### src/rtl/ipictl_pkg.sv
package ipictl_pkg;
  localparam int NUM_CPU   = 4;
  localparam int CSR_W     = 32;
  localparam int REG_W     = 2 * CSR_W;
  localparam int IDX_W     = $clog2(NUM_CPU);
  localparam int ITI_LSB   = 4;
  localparam int IPI_LSB   = ITI_LSB + NUM_CPU;
  localparam int REQ_LSB   = IPI_LSB + NUM_CPU;
  localparam int ARBW_LSB  = 16;
  localparam int ARBW_W    = 4;
  localparam int ARBT_LSB  = ARBW_LSB + ARBW_W;
  localparam int ARBT_W    = 4;
  localparam int CLRALL_BIT = ARBT_LSB;
  localparam int STICKY_BIT = 28;
  localparam int RW_LSB    = 40;
  localparam int RW_W      = 4;
  localparam logic [REG_W-1:0] CPU_ONES = REG_W'((1 << NUM_CPU) - 1);
  localparam logic [REG_W-1:0] W1C_MASK =
      (CPU_ONES << ITI_LSB) | (CPU_ONES << IPI_LSB) | (REG_W'(1) << STICKY_BIT);

  typedef struct packed {
    logic captureLow;
    logic commit;
    logic snapRead;
    logic readHigh;
  } busStrobe_t;
endpackage

### src/rtl/ipictl_ctrl.sv
module ipictl_ctrl
  import ipictl_pkg::*;
(
  input  logic       csrWrEn,
  input  logic       csrRdEn,
  input  logic       csrHigh,
  output busStrobe_t stb
);
  always_comb begin
    stb.captureLow = csrWrEn && !csrHigh;
    stb.commit     = csrWrEn && csrHigh;
    stb.snapRead   = csrRdEn && !csrHigh;
    stb.readHigh   = csrHigh;
  end
endmodule

### src/rtl/ipictl_datapath.sv
module ipictl_datapath
  import ipictl_pkg::*;
(
  input  logic               clk,
  input  logic               rstN,
  input  busStrobe_t         stb,
  input  logic [CSR_W-1:0]   wrData,
  input  logic [IDX_W-1:0]   cpuId,
  input  logic [NUM_CPU-1:0] tickSet,
  output logic [CSR_W-1:0]   rdData,
  output logic [NUM_CPU-1:0] ipiFlags,
  output logic [NUM_CPU-1:0] itiFlags
);
  logic [REG_W-1:0] regQ, regNext, wordIn;
  logic [CSR_W-1:0] holdQ, snapQ, lowView;

  assign wordIn = {wrData, holdQ};

  always_comb begin
    regNext = regQ;
    if (stb.commit) begin
      regNext = regQ & ~(wordIn & W1C_MASK);
      if (wordIn[CLRALL_BIT]) begin
        regNext[ARBW_LSB +: ARBW_W + ARBT_W] = '0;
      end else begin
        regNext[ARBT_LSB +: ARBT_W] = regQ[ARBT_LSB +: ARBT_W] | wordIn[ARBT_LSB +: ARBT_W];
        if (regQ[ARBW_LSB +: ARBW_W] == '0)
          regNext[ARBW_LSB +: ARBW_W] = wordIn[ARBW_LSB +: ARBW_W];
      end
      regNext[IPI_LSB +: NUM_CPU] = regNext[IPI_LSB +: NUM_CPU] | wordIn[REQ_LSB +: NUM_CPU];
      regNext[RW_LSB +: RW_W] = wordIn[RW_LSB +: RW_W];
    end
    regNext[ITI_LSB +: NUM_CPU] = regNext[ITI_LSB +: NUM_CPU] | tickSet;
  end

  always_ff @(posedge clk) begin
    if (!rstN) begin
      regQ  <= '0;
      holdQ <= '0;
      snapQ <= '0;
    end else begin
      regQ <= regNext;
      if (stb.captureLow) holdQ <= wrData;
      if (stb.snapRead)   snapQ <= regQ[REG_W-1:CSR_W];
    end
  end

  assign lowView  = regQ[CSR_W-1:0] | CSR_W'(cpuId);
  assign rdData   = stb.readHigh ? snapQ : lowView;
  assign ipiFlags = regQ[IPI_LSB +: NUM_CPU];
  assign itiFlags = regQ[ITI_LSB +: NUM_CPU];
endmodule

### src/rtl/ipictl_top.sv
module ipictl_top
  import ipictl_pkg::*;
(
  input  logic        clk,
  input  logic        rstN,
  input  logic        csrWrEn,
  input  logic        csrRdEn,
  input  logic        csrHigh,
  input  logic [31:0] csrWrData,
  input  logic [1:0]  csrCpuId,
  output logic [31:0] csrRdData,
  input  logic [3:0]  tickSet,
  output logic [3:0]  ipiIrq,
  output logic [3:0]  timerIrq
);
  busStrobe_t stb;

  ipictl_ctrl u_ctrl (
    .csrWrEn(csrWrEn),
    .csrRdEn(csrRdEn),
    .csrHigh(csrHigh),
    .stb    (stb)
  );

  ipictl_datapath u_dp (
    .clk     (clk),
    .rstN    (rstN),
    .stb     (stb),
    .wrData  (csrWrData),
    .cpuId   (csrCpuId),
    .tickSet (tickSet),
    .rdData  (csrRdData),
    .ipiFlags(ipiIrq),
    .itiFlags(timerIrq)
  );
endmodule

### config.mk
export PLATFORM = sky130hd
export DESIGN_NAME = ipictl_top
export DESIGN_NICKNAME = d
export VERILOG_FILES = /design/src/rtl/ipictl_pkg.sv /design/src/rtl/ipictl_ctrl.sv /design/src/rtl/ipictl_datapath.sv /design/src/rtl/ipictl_top.sv
export SDC_FILE = /design/constraint.sdc
export NUM_CORES = 1
export LEC_CHECK = 0
export ABC_AREA = 0
export CORE_ASPECT_RATIO = 2
export CORE_MARGIN = 2
export CORE_UTILIZATION = 40
export CTS_CLUSTER_SIZE = 28
export DETAILED_ROUTE_END_ITERATION = 16
export DONT_BUFFER_PORTS = 1
export PLACE_DENSITY = 0.62
export SLEW_MARGIN = 10
export SYNTH_ARGS = -nofsm -noshare
export SYNTH_HDL_FRONTEND = slang
export SYNTH_SLANG_ARGS = --single-unit
export TNS_END_PERCENT = 100
### constraint.sdc
create_clock -name clk -period 3.95 [get_ports clk]
set_clock_uncertainty 0.2 [all_clocks]
set_input_delay 0.9875 -clock clk [delete_from_list [all_inputs] [get_ports clk]]
set_output_delay 0.9875 -clock clk [all_outputs]
set_load 0.005 [all_outputs]
-- After elaboration in Yosys (flattened, before gate mapping)
Cells that the tools add are included.
- register bits: 125
- output and inout bits: 40
- logic and storage cells: 19
- muxes and demuxes: 4
- bitwise operators: 6
- reductions and logical operators: 5
- operator list (kind ; number):
    64-bit AND ; 1
    29-bit NOT with 64-bit output ; 1
    32-bit 2-to-1 mux ; 1
    32-bit by 2-bit bitwise OR with 32-bit output ; 1
    8-bit 2-to-1 mux ; 2
    4-bit bitwise OR ; 3
    4-bit zero test ; 1
    4-bit 2-to-1 mux ; 1
    1-bit logical AND ; 3
    1-bit zero test ; 1

-- Longest topological paths before layout
- word-level depth: 4
- mapped depth: 6
- mapped depth without buffers: 3

-- Modules after synthesis
From an unflattened synthesis, not the netlist that was laid out.
- cell total of the unflattened synthesis: 210
- area, all modules: 2052.0 um^2
- by module, submodules not included (module ; instances ; cells an instance ; area each (um^2) ; sequential area each (um^2)):
    ipictl_datapath ; 1 ; 206 ; 2025.7 ; 920.9
    ipictl_ctrl ; 1 ; 4 ; 26.3 ; 0.0

-- Least setup slack after synthesis
OpenSTA, ideal clock, no wires.
- kind: input -> output
- start point: input port csrHigh
- end point: output port csrRdData[10]
- data arrival time: 1.622 ns
- setup slack: 1.141 ns
- stages: 3
- buffers on the path: 2
- path through: buf_6 > buf_2 > mux2_2
- longest elaborated chain between the ends: 1
- RTL lines (what ; line ; RTL):
    from (decl) ; ipictl_top.sv:8 ; input logic csrHigh,
    32-bit 2-to-1 mux ; ipictl_datapath.sv:49 ; assign rdData = stb.readHigh ? snapQ : lowView;
    to (decl) ; ipictl_top.sv:11 ; output logic [31:0] csrRdData,
No other way between the ends.

-- Worst setup path in the final report
- start point: input port csrHigh
- end point: output port csrRdData[11]
The elaborated chain is that of the path after synthesis.

==> impl_metrics.yaml <==
outcome:
  status: "finished, final reports clean"
global_routing:
  antenna_violations_before_repair: 0
  grt_overflow_total: 0
  maximum_number_of_pins_on_one_net_before_global_route_repair: 43
  via_count_of_the_first_global_routing_pass: 1348
  groute.usage.overall_pct: 15.5
  grt_first_pass_wirelength_um: 6450
layout:
  final.fill_count: 506
  layout-drive-gt1-share_pct: 7.01
  diode_insertion_count_for_antenna_repair: 0
  finish.utilization_pct: 41.0
  final_nets: 256
  area.growth.synth_to_final_pct: -1.23
  final_cell_count_no_fill: 271
floorplanning:
  fp-row-count: 36
  design.die.area_um2: 5720
  number_of_i_o_pins: 83
  die_h_um: 105
  initial_utilization_pct: 41.5
  core-area_um2: 4910
  chipWidth_um: 54.5
setup_path:
  crit_path_class: "input port to output port"
  timing.critical_path.to_type: "output port"
  worstPathBufferInverterCount: 0
  critical_path.top_delay_family: "multiplexers"
  crit_chain: "mux2_2"
  delay_of_the_slowest_critical_path_stage_ps: 320
  crit_path_max_fanout: 29
  worst_ep_arrival_time_ps: 1320
  r2r_slack_ps: 2700
  critPathSlowestCell: "mux2_2"
  cp_data_required_time_ps: 2760
  startpoint_type: "input port"
cts:
  postCtsResizedCells: 0
  cts_tree: "done"
  cts-root-buf: "clkbuf_8"
  cts_post_setup_buffers_inserted: 0
  cts_hold_buffers: 0
  numCtsBuffers: 5
  clkLatencyLatePin_ps: 300
  clock_path_buffers: 2
  cts.clk_slew.worst_paths_ps: 80
  ctsHtreeMaxLevel: 2
  clock_sinks: 46
run:
  cap_violations: 0
placement:
  placed_cells: 263
  dp_hpwl_um: 2750
  port_buffers: 0
  dp_slack_ps: 1450
  place_congestion: 0.685
routing:
  finalWirelength_um: 4070
  vias: 1400
  post_drt_via_cell_ratio: 5.17
  drtPass1Iterations: 4
  ant_nets: 0
  drc: 0
  detailedRoute.firstIterationViolations: 24
  avgRoutedWirePerCell_um: 15.0
sta:
  min_period_ps: 2510
  fmaxAchievable_mhz: 399
  period_share_pct: 63.4
  measured_slew_at_the_worst_slew_check_pin_ps: 879
  timing.slew.headroom_pct: 41.1
  unrepaired_setup_endpoints_after_global_routing: "false"
  totalNegativeSetupSlack_ps: 0
  finalWorstSetupSlack_ps: 1440
  final-max-slew-violation-count: 0
  setup_viol: 0
  final-hold-violation-count: 0
synthesis:
  ys.flop_type: "dfxtp_1"
  synthesis.area_um2: 2040
  synthDominantCellAreaShare_pct: 45.2
  count_of_flip_flops_with_a_built_in_enable_after_synthesis: 0
  synth_largest_area_cell: "dfxtp_1"
  post_synth_inst_count: 230
  synth-seq-cells: 46
  post_synth_main_area_contributors: "dfxtp_1 45%, a21boi_0 10%, nand2_1 9.8%, buf_4 8.8%, nor2b_1 7.4%"
  yosys-top-cells-count: "53 x nand2_1, 46 x dfxtp_1, 28 x a21boi_0"
  postSynthAreaPerCell_um2: 8.87
  sequential_fraction_of_the_synthesis_area_pct: 45.2
  yosysWarningCount: 0
  yosysMostFrequentCell: "nand2_1"
  share_of_flip_flops_with_an_asynchronous_set_or_reset_after_synthesis_pct: 0
  synth.distinct_cells: 27
power:
  total_power_density_per_cell_area_nw_per_um2: 437
  irDropWorstVdd_mv: 0.278
  power.leakage_nw: 0.746
min_path:
  timing.hold.worst.class: "register to register"
-- cell type report --
class / instances / area [um^2] / area share, %
well taps: 57 / 71.3 / 3.54
multi-input cells: 160 / 913 / 45.3
flip-flops and latches: 46 / 921 / 45.7
clock inverters: 3 / 40.0 / 1.99
clock buffers: 5 / 68.8 / 3.42
-- path summary, 6_finish.rpt --
check | from | endpoint | cells past startpoint
worst max register to register | u_dp.regQ[19]$_SDFFE_PN0P_ | u_dp.regQ[17]$_SDFFE_PN0P_ | 3
worst min-delay path | u_dp.regQ[28]$_SDFFE_PN0N_ | u_dp.regQ[28]$_SDFFE_PN0N_ | 2
worst max-delay path | csrHigh | csrRdData[11] | 1
worst min register to register | u_dp.regQ[28]$_SDFFE_PN0N_ | u_dp.regQ[28]$_SDFFE_PN0N_ | 2
-- flip-flops by register name, indices dropped and copies added (netlist names) --
signal / flops
u_dp.regQ: 21
u_dp.snapQ: 4
u_dp.holdQ: 21
-- layer usage --
layer	vias up	track usage, %	part of all wire, %
met3	9	4.86	6.7
li1	684	-	-
met1	664	15.3	37
met2	43	26.6	53
met5	-	0	0
met4	0	8.39	2.6
-- report_power, final --
group	internal (mW)	leakage, nW	total, mW	switching, mW
sequential	0.481	0.375	0.491	0.0101
clock	0.186	0.0579	0.338	0.152
combinational	0.0239	0.313	0.0516	0.0278
total	0.691	0.746	0.881	0.190
-- cells in the final DEF (no fill, tap or decap), drive strengths merged, types with 2 or more instances in the layout --
| cell | instances |
|---|---|
| nor2b | 24 |
| mux2i | 4 |
| a22o | 3 |
| a22oi | 4 |
| o21a | 4 |
| a21oi | 4 |
| a21boi | 29 |
| nand3 | 5 |
| nand2 | 53 |
| mux2 | 4 |
| clkbuf | 5 |
| and3 | 2 |
| clkinv | 2 |
| conb | 13 |
| and2 | 2 |
| dfxtp | 46 |
| nor2 | 4 |
-- logic make-up after synthesis --
family / count (synthesis) / share of synthesized area [%]
compound gates: 45 / 16.4
buf+inv: 36 / 12.4
flops: 46 / 45.2
mux: 8 / 4.17
other cells: 1 / 0.184
simple gates: 94 / 21.7
-- stage by stage --
stage          hold slack [ps]  power, mW  instance area, um^2
6_report                   228      0.881                 2010
5_1_grt                    251      0.919                 2010
4_1_cts                    234      0.895                 2010
3_5_place_dp               220      0.555                 1910
3_3_place_gp               210      0.553                 1910
2_1_floorplan              203      0.571                 2080
Note: power is estimated with default switching activity, not from simulation.
